--- src/rtl/uart_tx_pkg.sv ---
package uart_tx_pkg;

    // Frame controller states
    typedef enum logic [2:0] {
        ST_IDLE   = 3'd0,
        ST_START  = 3'd1,
        ST_DATA   = 3'd2,
        ST_PARITY = 3'd3,
        ST_STOP   = 3'd4
    } tx_state_e;

    // Parity mode encoding on the configuration pins
    typedef enum logic [1:0] {
        PAR_OFF  = 2'b00,
        PAR_ODD  = 2'b01,
        PAR_EVEN = 2'b10,
        PAR_OFF2 = 2'b11
    } par_mode_e;

endpackage

--- src/rtl/tx_bit_timer.sv ---
module tx_bit_timer #(
    parameter int OS_RATE = 16
) (
    input  logic clk,
    input  logic rst_n,
    input  logic clear,
    input  logic tick,
    output logic bit_done
);
    localparam int CW = (OS_RATE > 1) ? $clog2(OS_RATE) : 1;
    localparam logic [CW-1:0] LAST = CW'(OS_RATE - 1);

    logic [CW-1:0] cnt_q;

    assign bit_done = tick && (cnt_q == LAST);

    always_ff @(posedge clk or negedge rst_n) begin
        if (!rst_n) begin
            cnt_q <= '0;
        end else if (clear) begin
            cnt_q <= '0;
        end else if (tick) begin
            cnt_q <= bit_done ? '0 : cnt_q + 1'b1;
        end
    end


    tick_hold_chk: assert property (@(posedge clk) disable iff (!rst_n)
        (!clear && !tick) |=> $stable(cnt_q));


    cnt_range_chk: assert property (@(posedge clk) disable iff (!rst_n)
        cnt_q <= LAST);

endmodule

--- src/rtl/tx_flow_gate.sv ---
module tx_flow_gate (
    input  logic clk,
    input  logic rst_n,
    input  logic pause_req,
    input  logic resume_req,
    input  logic cts,
    output logic paused,
    output logic may_start
);
    logic paused_q;

    always_ff @(posedge clk or negedge rst_n) begin
        if (!rst_n) begin
            paused_q <= 1'b0;
        end else if (pause_req) begin
            paused_q <= 1'b1;
        end else if (resume_req) begin
            paused_q <= 1'b0;
        end
    end

    assign paused    = paused_q;
    assign may_start = cts && !paused_q;


    pause_set_chk: assert property (@(posedge clk) disable iff (!rst_n)
        pause_req |=> paused);


    resume_clr_chk: assert property (@(posedge clk) disable iff (!rst_n)
        (resume_req && !pause_req) |=> !paused);

endmodule

--- src/rtl/tx_parity_calc.sv ---
module tx_parity_calc
    import uart_tx_pkg::*;
#(
    parameter int DATA_W = 8
) (
    input  logic [DATA_W-1:0] data,
    input  logic              len_full,
    input  logic [1:0]        mode,
    output logic              par_bit,
    output logic              par_on
);
    logic [DATA_W-1:0] used;

    // The top data bit only counts when the full length is selected
    generate
        for (genvar i = 0; i < DATA_W; i++) begin : g_mask
            if (i == DATA_W - 1) begin : g_top
                assign used[i] = data[i] & len_full;
            end else begin : g_low
                assign used[i] = data[i];
            end
        end
    endgenerate

    always_comb begin
        unique case (mode)
            PAR_ODD: begin
                par_on  = 1'b1;
                par_bit = ~(^used);
            end
            PAR_EVEN: begin
                par_on  = 1'b1;
                par_bit = ^used;
            end
            default: begin
                par_on  = 1'b0;
                par_bit = 1'b0;
            end
        endcase
    end

endmodule

--- src/rtl/tx_frame_fsm.sv ---
module tx_frame_fsm
    import uart_tx_pkg::*;
#(
    parameter int DATA_W = 8
) (
    input  logic              clk,
    input  logic              rst_n,
    input  logic              start,
    input  logic [DATA_W-1:0] ld_data,
    input  logic              ld_len_full,
    input  logic              ld_par_bit,
    input  logic              ld_par_on,
    input  logic              bit_done,
    output logic              idle,
    output logic              tx_line
);
    localparam int IW = (DATA_W > 2) ? $clog2(DATA_W) : 1;
    localparam logic [IW-1:0] IDX_FULL  = IW'(DATA_W - 1);
    localparam logic [IW-1:0] IDX_SHORT = IW'(DATA_W - 2);

    tx_state_e         state_q, state_d;
    logic [DATA_W-1:0] shreg_q, shreg_d;
    logic [IW-1:0]     idx_q, idx_d;
    logic [IW-1:0]     last_q, last_d;
    logic              parb_q, parb_d;
    logic              paron_q, paron_d;
    logic              line_q, line_d;

    // Next state and datapath
    always_comb begin
        state_d = state_q;
        shreg_d = shreg_q;
        idx_d   = idx_q;
        last_d  = last_q;
        parb_d  = parb_q;
        paron_d = paron_q;
        unique case (state_q)
            ST_IDLE: begin
                if (start) begin
                    state_d = ST_START;
                    shreg_d = ld_data;
                    idx_d   = '0;
                    last_d  = ld_len_full ? IDX_FULL : IDX_SHORT;
                    parb_d  = ld_par_bit;
                    paron_d = ld_par_on;
                end
            end
            ST_START: begin
                if (bit_done) begin
                    state_d = ST_DATA;
                end
            end
            ST_DATA: begin
                if (bit_done) begin
                    shreg_d = shreg_q >> 1;
                    idx_d   = idx_q + 1'b1;
                    if (idx_q == last_q) begin
                        state_d = paron_q ? ST_PARITY : ST_STOP;
                    end
                end
            end
            ST_PARITY: begin
                if (bit_done) begin
                    state_d = ST_STOP;
                end
            end
            ST_STOP: begin
                if (bit_done) begin
                    state_d = ST_IDLE;
                end
            end
            default: state_d = ST_IDLE;
        endcase
    end

    // Line level belonging to the state being entered
    always_comb begin
        unique case (state_d)
            ST_START:  line_d = 1'b0;
            ST_DATA:   line_d = shreg_d[0];
            ST_PARITY: line_d = parb_d;
            default:   line_d = 1'b1;
        endcase
    end

    // State register
    always_ff @(posedge clk or negedge rst_n) begin
        if (!rst_n) begin
            state_q <= ST_IDLE;
            shreg_q <= '0;
            idx_q   <= '0;
            last_q  <= IDX_FULL;
            parb_q  <= 1'b0;
            paron_q <= 1'b0;
        end else begin
            state_q <= state_d;
            shreg_q <= shreg_d;
            idx_q   <= idx_d;
            last_q  <= last_d;
            parb_q  <= parb_d;
            paron_q <= paron_d;
        end
    end

    // Output register
    always_ff @(posedge clk or negedge rst_n) begin
        if (!rst_n) begin
            line_q <= 1'b1;
        end else begin
            line_q <= line_d;
        end
    end

    assign idle    = (state_q == ST_IDLE);
    assign tx_line = line_q;


    idle_high_chk: assert property (@(posedge clk) disable iff (!rst_n)
        (state_q == ST_IDLE) |-> tx_line);


    start_low_chk: assert property (@(posedge clk) disable iff (!rst_n)
        (state_q == ST_START) |-> !tx_line);


    stop_high_chk: assert property (@(posedge clk) disable iff (!rst_n)
        (state_q == ST_STOP) |-> tx_line);


    frame_runs_chk: assert property (@(posedge clk) disable iff (!rst_n)
        (state_q != ST_IDLE && state_q != ST_STOP) |=> (state_q != ST_IDLE));


    idx_bound_chk: assert property (@(posedge clk) disable iff (!rst_n)
        (state_q == ST_DATA) |-> (idx_q <= last_q));


    no_step_chk: assert property (@(posedge clk) disable iff (!rst_n)
        (!bit_done && state_q != ST_IDLE) |=> $stable(state_q));

endmodule

--- src/rtl/uart_tx_flow.sv ---
module uart_tx_flow #(
    parameter int DATA_W  = 8,
    parameter int OS_RATE = 16
) (
    input  logic              clk,
    input  logic              rst_n,
    input  logic [DATA_W-1:0] in_data,
    input  logic              in_valid,
    output logic              in_ready,
    input  logic              cfg_len8,
    input  logic [1:0]        cfg_parity,
    input  logic              baud_tick,
    input  logic              cts,
    input  logic              xoff_seen,
    input  logic              xon_seen,
    output logic              tx_line
);
    logic idle;
    logic paused;
    logic may_start;
    logic accept;
    logic bit_done;
    logic par_bit;
    logic par_on;

    assign in_ready = idle && may_start;
    assign accept   = in_valid && in_ready;

    tx_flow_gate u_gate (
        .clk        (clk),
        .rst_n      (rst_n),
        .pause_req  (xoff_seen),
        .resume_req (xon_seen),
        .cts        (cts),
        .paused     (paused),
        .may_start  (may_start)
    );

    tx_parity_calc #(.DATA_W(DATA_W)) u_par (
        .data     (in_data),
        .len_full (cfg_len8),
        .mode     (cfg_parity),
        .par_bit  (par_bit),
        .par_on   (par_on)
    );

    tx_bit_timer #(.OS_RATE(OS_RATE)) u_timer (
        .clk      (clk),
        .rst_n    (rst_n),
        .clear    (accept),
        .tick     (baud_tick),
        .bit_done (bit_done)
    );

    tx_frame_fsm #(.DATA_W(DATA_W)) u_fsm (
        .clk         (clk),
        .rst_n       (rst_n),
        .start       (accept),
        .ld_data     (in_data),
        .ld_len_full (cfg_len8),
        .ld_par_bit  (par_bit),
        .ld_par_on   (par_on),
        .bit_done    (bit_done),
        .idle        (idle),
        .tx_line     (tx_line)
    );


    ready_gate_chk: assert property (@(posedge clk) disable iff (!rst_n)
        in_ready |-> (cts && !paused));


    hold_blocked_chk: assert property (@(posedge clk) disable iff (!rst_n)
        (idle && (!cts || paused)) |=> (idle && tx_line));


    accept_start_chk: assert property (@(posedge clk) disable iff (!rst_n)
        accept |=> !tx_line);

endmodule

--- config.mk ---
export PLATFORM = sky130hd
export DESIGN_NAME = uart_tx_flow
export DESIGN_NICKNAME = d
export VERILOG_FILES = /design/src/rtl/uart_tx_pkg.sv /design/src/rtl/tx_bit_timer.sv /design/src/rtl/tx_flow_gate.sv /design/src/rtl/tx_parity_calc.sv /design/src/rtl/tx_frame_fsm.sv /design/src/rtl/uart_tx_flow.sv
export SDC_FILE = /design/constraint.sdc
export NUM_CORES = 1
export LEC_CHECK = 0
export BUFFER_PORTS_ARGS = -buffer_cell sky130_fd_sc_hd__buf_2
export CAP_MARGIN = 20
export CORE_MARGIN = 2
export CORE_UTILIZATION = 49
export DETAILED_ROUTE_END_ITERATION = 16
export GPL_TIMING_DRIVEN = 1
export HOLD_SLACK_MARGIN = 0.12
export PLACE_DENSITY = 0.74
export REMOVE_ABC_BUFFERS = 1
export SYNTH_ARGS = -nofsm -noshare
export SYNTH_HDL_FRONTEND = slang
export SYNTH_SLANG_ARGS = --single-unit
--- constraint.sdc ---
create_clock -name clk -period 1.6 [get_ports clk]
set_clock_uncertainty 0.15 [all_clocks]
set_input_delay 0.32 -clock clk [delete_from_list [all_inputs] [get_ports clk]]
set_output_delay 0.32 -clock clk [all_outputs]
set_load 0.01 [all_outputs]
Yosys cells after proc, flatten, opt, wreduce, memory -nomap -nowiden. Cells that the tools add are included.

Add/subtract/negate cells: 2. Equal/unequal tests: 13. Multiplexer cells: 25. Bitwise logic cells: 2. Reduce and logical (&&, ||, !) cells: 13.

Operators with widths (count): $mux 3 (9); $mux 8 (2); $pmux 8 s2 (1); $pmux 3 s5 (1); $eq 3x2->1 const B (4); $mux 4 (3); $reduce_xor 8->1 (1); $eq 3x1->1 const B (2); $mux 1 (6); $pmux 3 s2 (1); $reduce_bool 2->1 (3); $add 4x1->4 const B (1); $eq 4x4->1 const B (1); $logic_and 1x1->1 (4); $add 3x1->3 const B (1); $eq 3x3->1 (1); $eq 3x3->1 const B (1); $logic_not 3->1 (1); $pmux 1 s3 (1); $reduce_and 3->1 (1); $eq 2x1->1 const B (1); $eq 2x2->1 const B (1); $ne 2x1->1 const B (1); $ne 2x2->1 const B (1); other kinds (6) (6).

Flip-flop bits (word level): 25. Logic and storage cells: 65.

Longest topological paths before layout.
Depth after elaboration: 8. Depth in mapped cells: 7. Depth with buffers taken out: 6.

By module. From an unflattened synthesis, not the netlist that was laid out.

Cell total of the unflattened synthesis: 127. Area total of the unflattened synthesis: 1265.0 um^2.

By module, submodules not included: tx_frame_fsm (times used 1, cells each 86, area an instance 883.3 um^2, seq. area each 452.9 um^2); tx_bit_timer (times used 1, cells each 22, area an instance 205.2 um^2, seq. area each 100.1 um^2); tx_parity_calc (times used 1, cells each 13, area an instance 121.4 um^2, seq. area each 0.0 um^2); tx_flow_gate (times used 1, cells each 4, area an instance 42.5 um^2, seq. area each 25.0 um^2); uart_tx_flow (times used 1, cells each 2, area an instance 12.5 um^2, seq. area each 0.0 um^2).

Worst setup path after synthesis. OpenSTA, ideal clock, no wires.

Kind: register to register. From: register u_timer.cnt_q[0]. To: register u_fsm.line_q (netlist: u_fsm.tx_line). Arrival time: 1.356 ns. Required time: 1.381 ns. Setup slack: 0.026 ns. Cell stages (with the launch flop): 8. Buffers on the path: 1. Path through: dfrtp_1 ha_1 nand4_4 nor2b_1 buf_4 a22oi_2 a31o_1 o21ai_2.

Cells in the longest elaborated chain, start to end: 6.

Ends and longest elaborated chain: start: declaration (RTL line tx_bit_timer.sv:13) `logic [CW-1:0] cnt_q;`; start signal: assignment (RTL line tx_bit_timer.sv:23) `cnt_q <= bit_done ? '0 : cnt_q + 1'b1;`; $eq 4x4->1 * (RTL line tx_bit_timer.sv:15) `assign bit_done = tick && (cnt_q == LAST);`; $logic_and 1x1->1 * (RTL line tx_bit_timer.sv:15); $mux 3 (on tied branches); $pmux 3 s5 (RTL line tx_frame_fsm.sv:37) `unique case (state_q)`; $eq 3x2->1 / $eq 3x1->1 (equally long branches) (RTL line tx_frame_fsm.sv:78) `unique case (state_d)`; $pmux 1 s3 * (RTL line tx_frame_fsm.sv:78); via u_fsm.line_d (RTL line tx_frame_fsm.sv:27) `logic line_q, line_d;`; end signal: assignment (RTL line tx_frame_fsm.sv:110) `line_q <= line_d;`; end: declaration (RTL line tx_frame_fsm.sv:27).

The timed path passes the listed nets; every way through them passes the cells marked *. The select of a mux whose other input is x is not followed. A chain may end at the register's enable or synchronous reset.

Worst setup path in the final report.
From: register u_fsm.state_q[2]. To: output in_ready.

Cells in the longest elaborated chain, start to end: 2.

Ends and longest elaborated chain: start: declaration (RTL line tx_frame_fsm.sv:21) `tx_state_e state_q, state_d;`; start signal: assignment (RTL line tx_frame_fsm.sv:96) `state_q <= state_d;`; $logic_not 3->1 (RTL line tx_frame_fsm.sv:114) `assign idle = (state_q == ST_IDLE);`; $logic_and 1x1->1 (RTL line uart_tx_flow.sv:26) `assign in_ready = idle && may_start;`; end: declaration (RTL line uart_tx_flow.sv:9) `output logic in_ready,`.

No other way between the ends.

==> run summary <==
Result of the run: finished, violations left
Violated checks: negative setup slack
Wire length of the first global-routing pass: 4.50 mm
Per-instance average area after synthesis: 10.6 um2
Adder-cell area share of the yosys netlist: 0.0411
Share of synthesized cell area in and, or, nand and nor gates: 0.198
Die X-Extent: 53.8 um
Weighted congestion reported at the end of routability-driven placement: 0.861
Data arrival time of the critical path: 1.29 ns
Count of fill cells added during filler insertion: 164
Kind of launch point of the worst setup path: flop
Post-synth design cell area: 0.00122 mm2
R2r startpoint: u_fsm.state_q[2]
Starting Density: 0.505
Start point of the critical path: u_fsm.state_q[2]
Final critical-path required period: 1.76 ns
Complex-gate fraction of the synthesized area: 0.141
CTS tree: done
Clock Root Buffer: clkbuf_4
Vias in the first global route: 1002
Remaining global-route overflow: 0
Number of iterations in the first detailed-routing pass: 5
Count of antenna-violating nets left after detailed routing: 0
Upper clock frequency limit: 567 MHz
IO Pins: 20
Worst setup margin: -0.164 ns
Fin. Hold Viols: 0
Worst hold path endpoint: u_fsm.shreg_q[3]
Number of buffers created by CTS: 3
Port Buf Inserts: 19
Clock insertion delay at the later pin of the skew report: 0.31 ns
YS warnings: 0
Power density over the cells: 1230 mW/mm2
Fraction of the cycle the final worst path needs: 1.10
Top-area cell type share of the netlist area: 0.432
Total power: 2.08 mW
Overall Global Routing Usage: 0.218
Layout Cell Area excl Fill: 0.00170 mm2
R2R cell count: 7
Antenna violations before repair: 0
Number of synthesized flops with an enable pin: 0
Count of H-tree levels built during CTS: 1
Die Ht: 53.8 um
Critical Path Sink Type: output pin
Maximum cell stage delay along the critical path: 0.42 ns
Post-Synth XOR/XNOR Area: 0.0761
Net count reported at finish: 192
Critical path class: flop to output pin
Transition time at the pin with the least slew margin: 0.512 ns
Sum of buffers and inverters on the critical path: 2
Unique cell type count in the Yosys netlist: 37
Fraction of registers with async set/reset: 1.00
Largest vdd supply drop: 0.827 mV
Register cell area after layout: 578 um2
Most frequent cell after synthesis: nand2_1
Leakage power figure: 0.845 nW
Maximum number of pins on one net before global-route repair: 24
Yosys reg bits: 23
Min-delay src: in_data[3]
Leading cell types by count after synthesis: 22 x nand2_1, 21 x dfrtp_1, 8 x nor2_1
Drc violations: 0
Cells along the critical path: nor2_2, buf_4, and3_4, buf_6
Cell with the largest stage delay on the worst path: dfrtp_1
Share of final-layout standard cells stronger than drive strength 1: 0.396
Placed wire-length estimate: 1.93 mm
Number of setup violations in the final report: 12
Via density: 5.33
Worst R2R End: u_fsm.idx_q[2]
Largest fanout of any net on the critical path: 2
Clk sinks: 23
Dominant combinational cell family by area after synthesis: simple AND/OR/NAND/NOR gates
Clock edge transition at the registers on the reported setup and hold paths: 0.13 ns
Slew Limit Fails: 0
Max-slew headroom: 0.659
Overall via count from detail_route: 1060
Floorplan Core Area: 0.00241 mm2
Required time of the critical path: 1.13 ns
Post-detailed-route wirelength per cell: 14.9 um
R2R setup slack: -0.11 ns
Share of cell area taken by muxes after synthesis: 0.0349
Instance count along the most critical hold path: 3
Top FF cell, synth: dfrtp_1
Top cells by area, synth: dfrtp_1 43%, nand2_1 6.8%, dfstp_2 4.3%
RSZ-0062 raised after global routing: yes
Hold/Removal Path Class: primary input to flop
Area occupied by multi-input gates: 653 um2
Worst-case clock buffer depth: 2
Cell class contributing the biggest share of worst-path delay: flip-flops
Number of antenna repair diodes: 0
Standard-cell row count: 18
Standard cell area after detailed placement: 0.00144 mm2
Overall routed net length: 2.96 mm
Count of mapped cells out of synthesis: 115
First-iteration detailed-routing DRC count: 17
P&R area growth vs syn: 39.4%
Sequential element share of the synthesized area: 0.475
Overall die area: 0.00290 mm2
Reported max-cap violation count: 0
Yosys top cell by area: dfrtp_1
==> layout by cell type (no fill, tap or decap), types with 2 or more instances in the layout <==
cell type,Yosys,final
o21ai_1,0,2
nand3_1,3,3
ha_1,4,3
mux2_2,2,2
dfstp_2,2,2
mux2i_1,2,2
xnor2_1,5,5
a21oi_1,4,4
nor2_2,0,3
buf_2,0,18
nand2_1,22,22
a22o_1,2,2
buf_4,2,21
buf_6,1,7
dfrtp_1,21,21
nor2_1,8,6
inv_1,4,4
dlygate4sd3_1,0,6
xor2_1,3,3
a22oi_1,6,6
clkbuf_4,0,3
==> how the worst max path moves through the flow <==
stage	to	slack, ns	depth (start not counted)
floorplan	u_fsm.idx_q[2]	-0.28	6
global placement	u_fsm.parb_q	-0.02	6
detailed placement	u_fsm.parb_q	-0.05	6
CTS	in_ready	-0.12	4
global route	in_ready	-0.19	4
finish	in_ready	-0.16	4
==> worst min-delay path, cell delays in order <==
cell and delay, ns:
buf_2 0.10, a22oi_1 0.08, nand2_1 0.06
==> sequential cells by signal (all words and copies together), names as in the netlist <==
| register | cells |
|---|---|
| u_fsm.tx_line | 1 |
| u_fsm.idx_q | 3 |
| u_fsm.shreg_q | 8 |
| u_fsm.parb_q | 1 |
| u_fsm.state_q | 3 |
| u_fsm.paron_q | 1 |
| u_timer.cnt_q | 4 |
| u_gate.paused | 1 |
| u_fsm.last_q | 1 |
==> where the power goes <==
part           internal, mW  switching [mW]  leakage [nW]
clock                0.0975           0.178        0.0150
sequential            0.804           0.155         0.282
combinational         0.467           0.382         0.549
total                  1.37           0.715         0.845
==> per-stage QoR <==
step | instances | utilization | hold slack [ns] | setup WS (ns) | setup TNS (ns)
2_1_floorplan | 112 | - | -0.126 | -0.283 | -2.50
3_3_place_gp | 176 | 0.596 | 0.170 | -0.0183 | -0.0575
3_5_place_dp | 176 | 0.596 | 0.166 | -0.0544 | -0.195
4_1_cts | 195 | 0.677 | 0.124 | -0.123 | -0.222
5_1_grt | 199 | 0.704 | 0.126 | -0.193 | -1.83
6_report | 199 | 0.704 | 0.119 | -0.164 | -1.01
==> timing repair <==
action,CTS,global route
hold buffers,7,0
setup endpoints to repair,12,16
setup buffers,8,4
cloned,0,1
hold endpoints to repair,26,0
resized for setup,9,11
pin swaps,5,7
==> kinds of logic (layout without fill, tap and decap cells) <==
| logic type | count (synthesis) | after routing |
|---|---|---|
| compound gates | 22 | 22 |
| simple gates | 46 | 47 |
| flops | 23 | 23 |
| fa+ha+maj | 4 | 4 |
| xor+xnor | 9 | 9 |
| buf+inv | 7 | 60 |
| mux | 4 | 4 |
==> final cells by class <==
class                   instances  area share
clock buffers                   4      0.0155
inverters                       4     0.00885
multi-input cells              86       0.385
flip-flops and latches         23       0.341
well taps                      30      0.0221
repair buffers                 52       0.228
==> metal layers <==
layer,track usage,vias up,share of wire
met5,0,-,0
met4,0.0598,0,0.019
met3,0.0306,8,0.033
met2,0.400,21,0.55
met1,0.263,516,0.40
li1,-,515,-
Note: power is estimated with default switching activity, not from simulation.
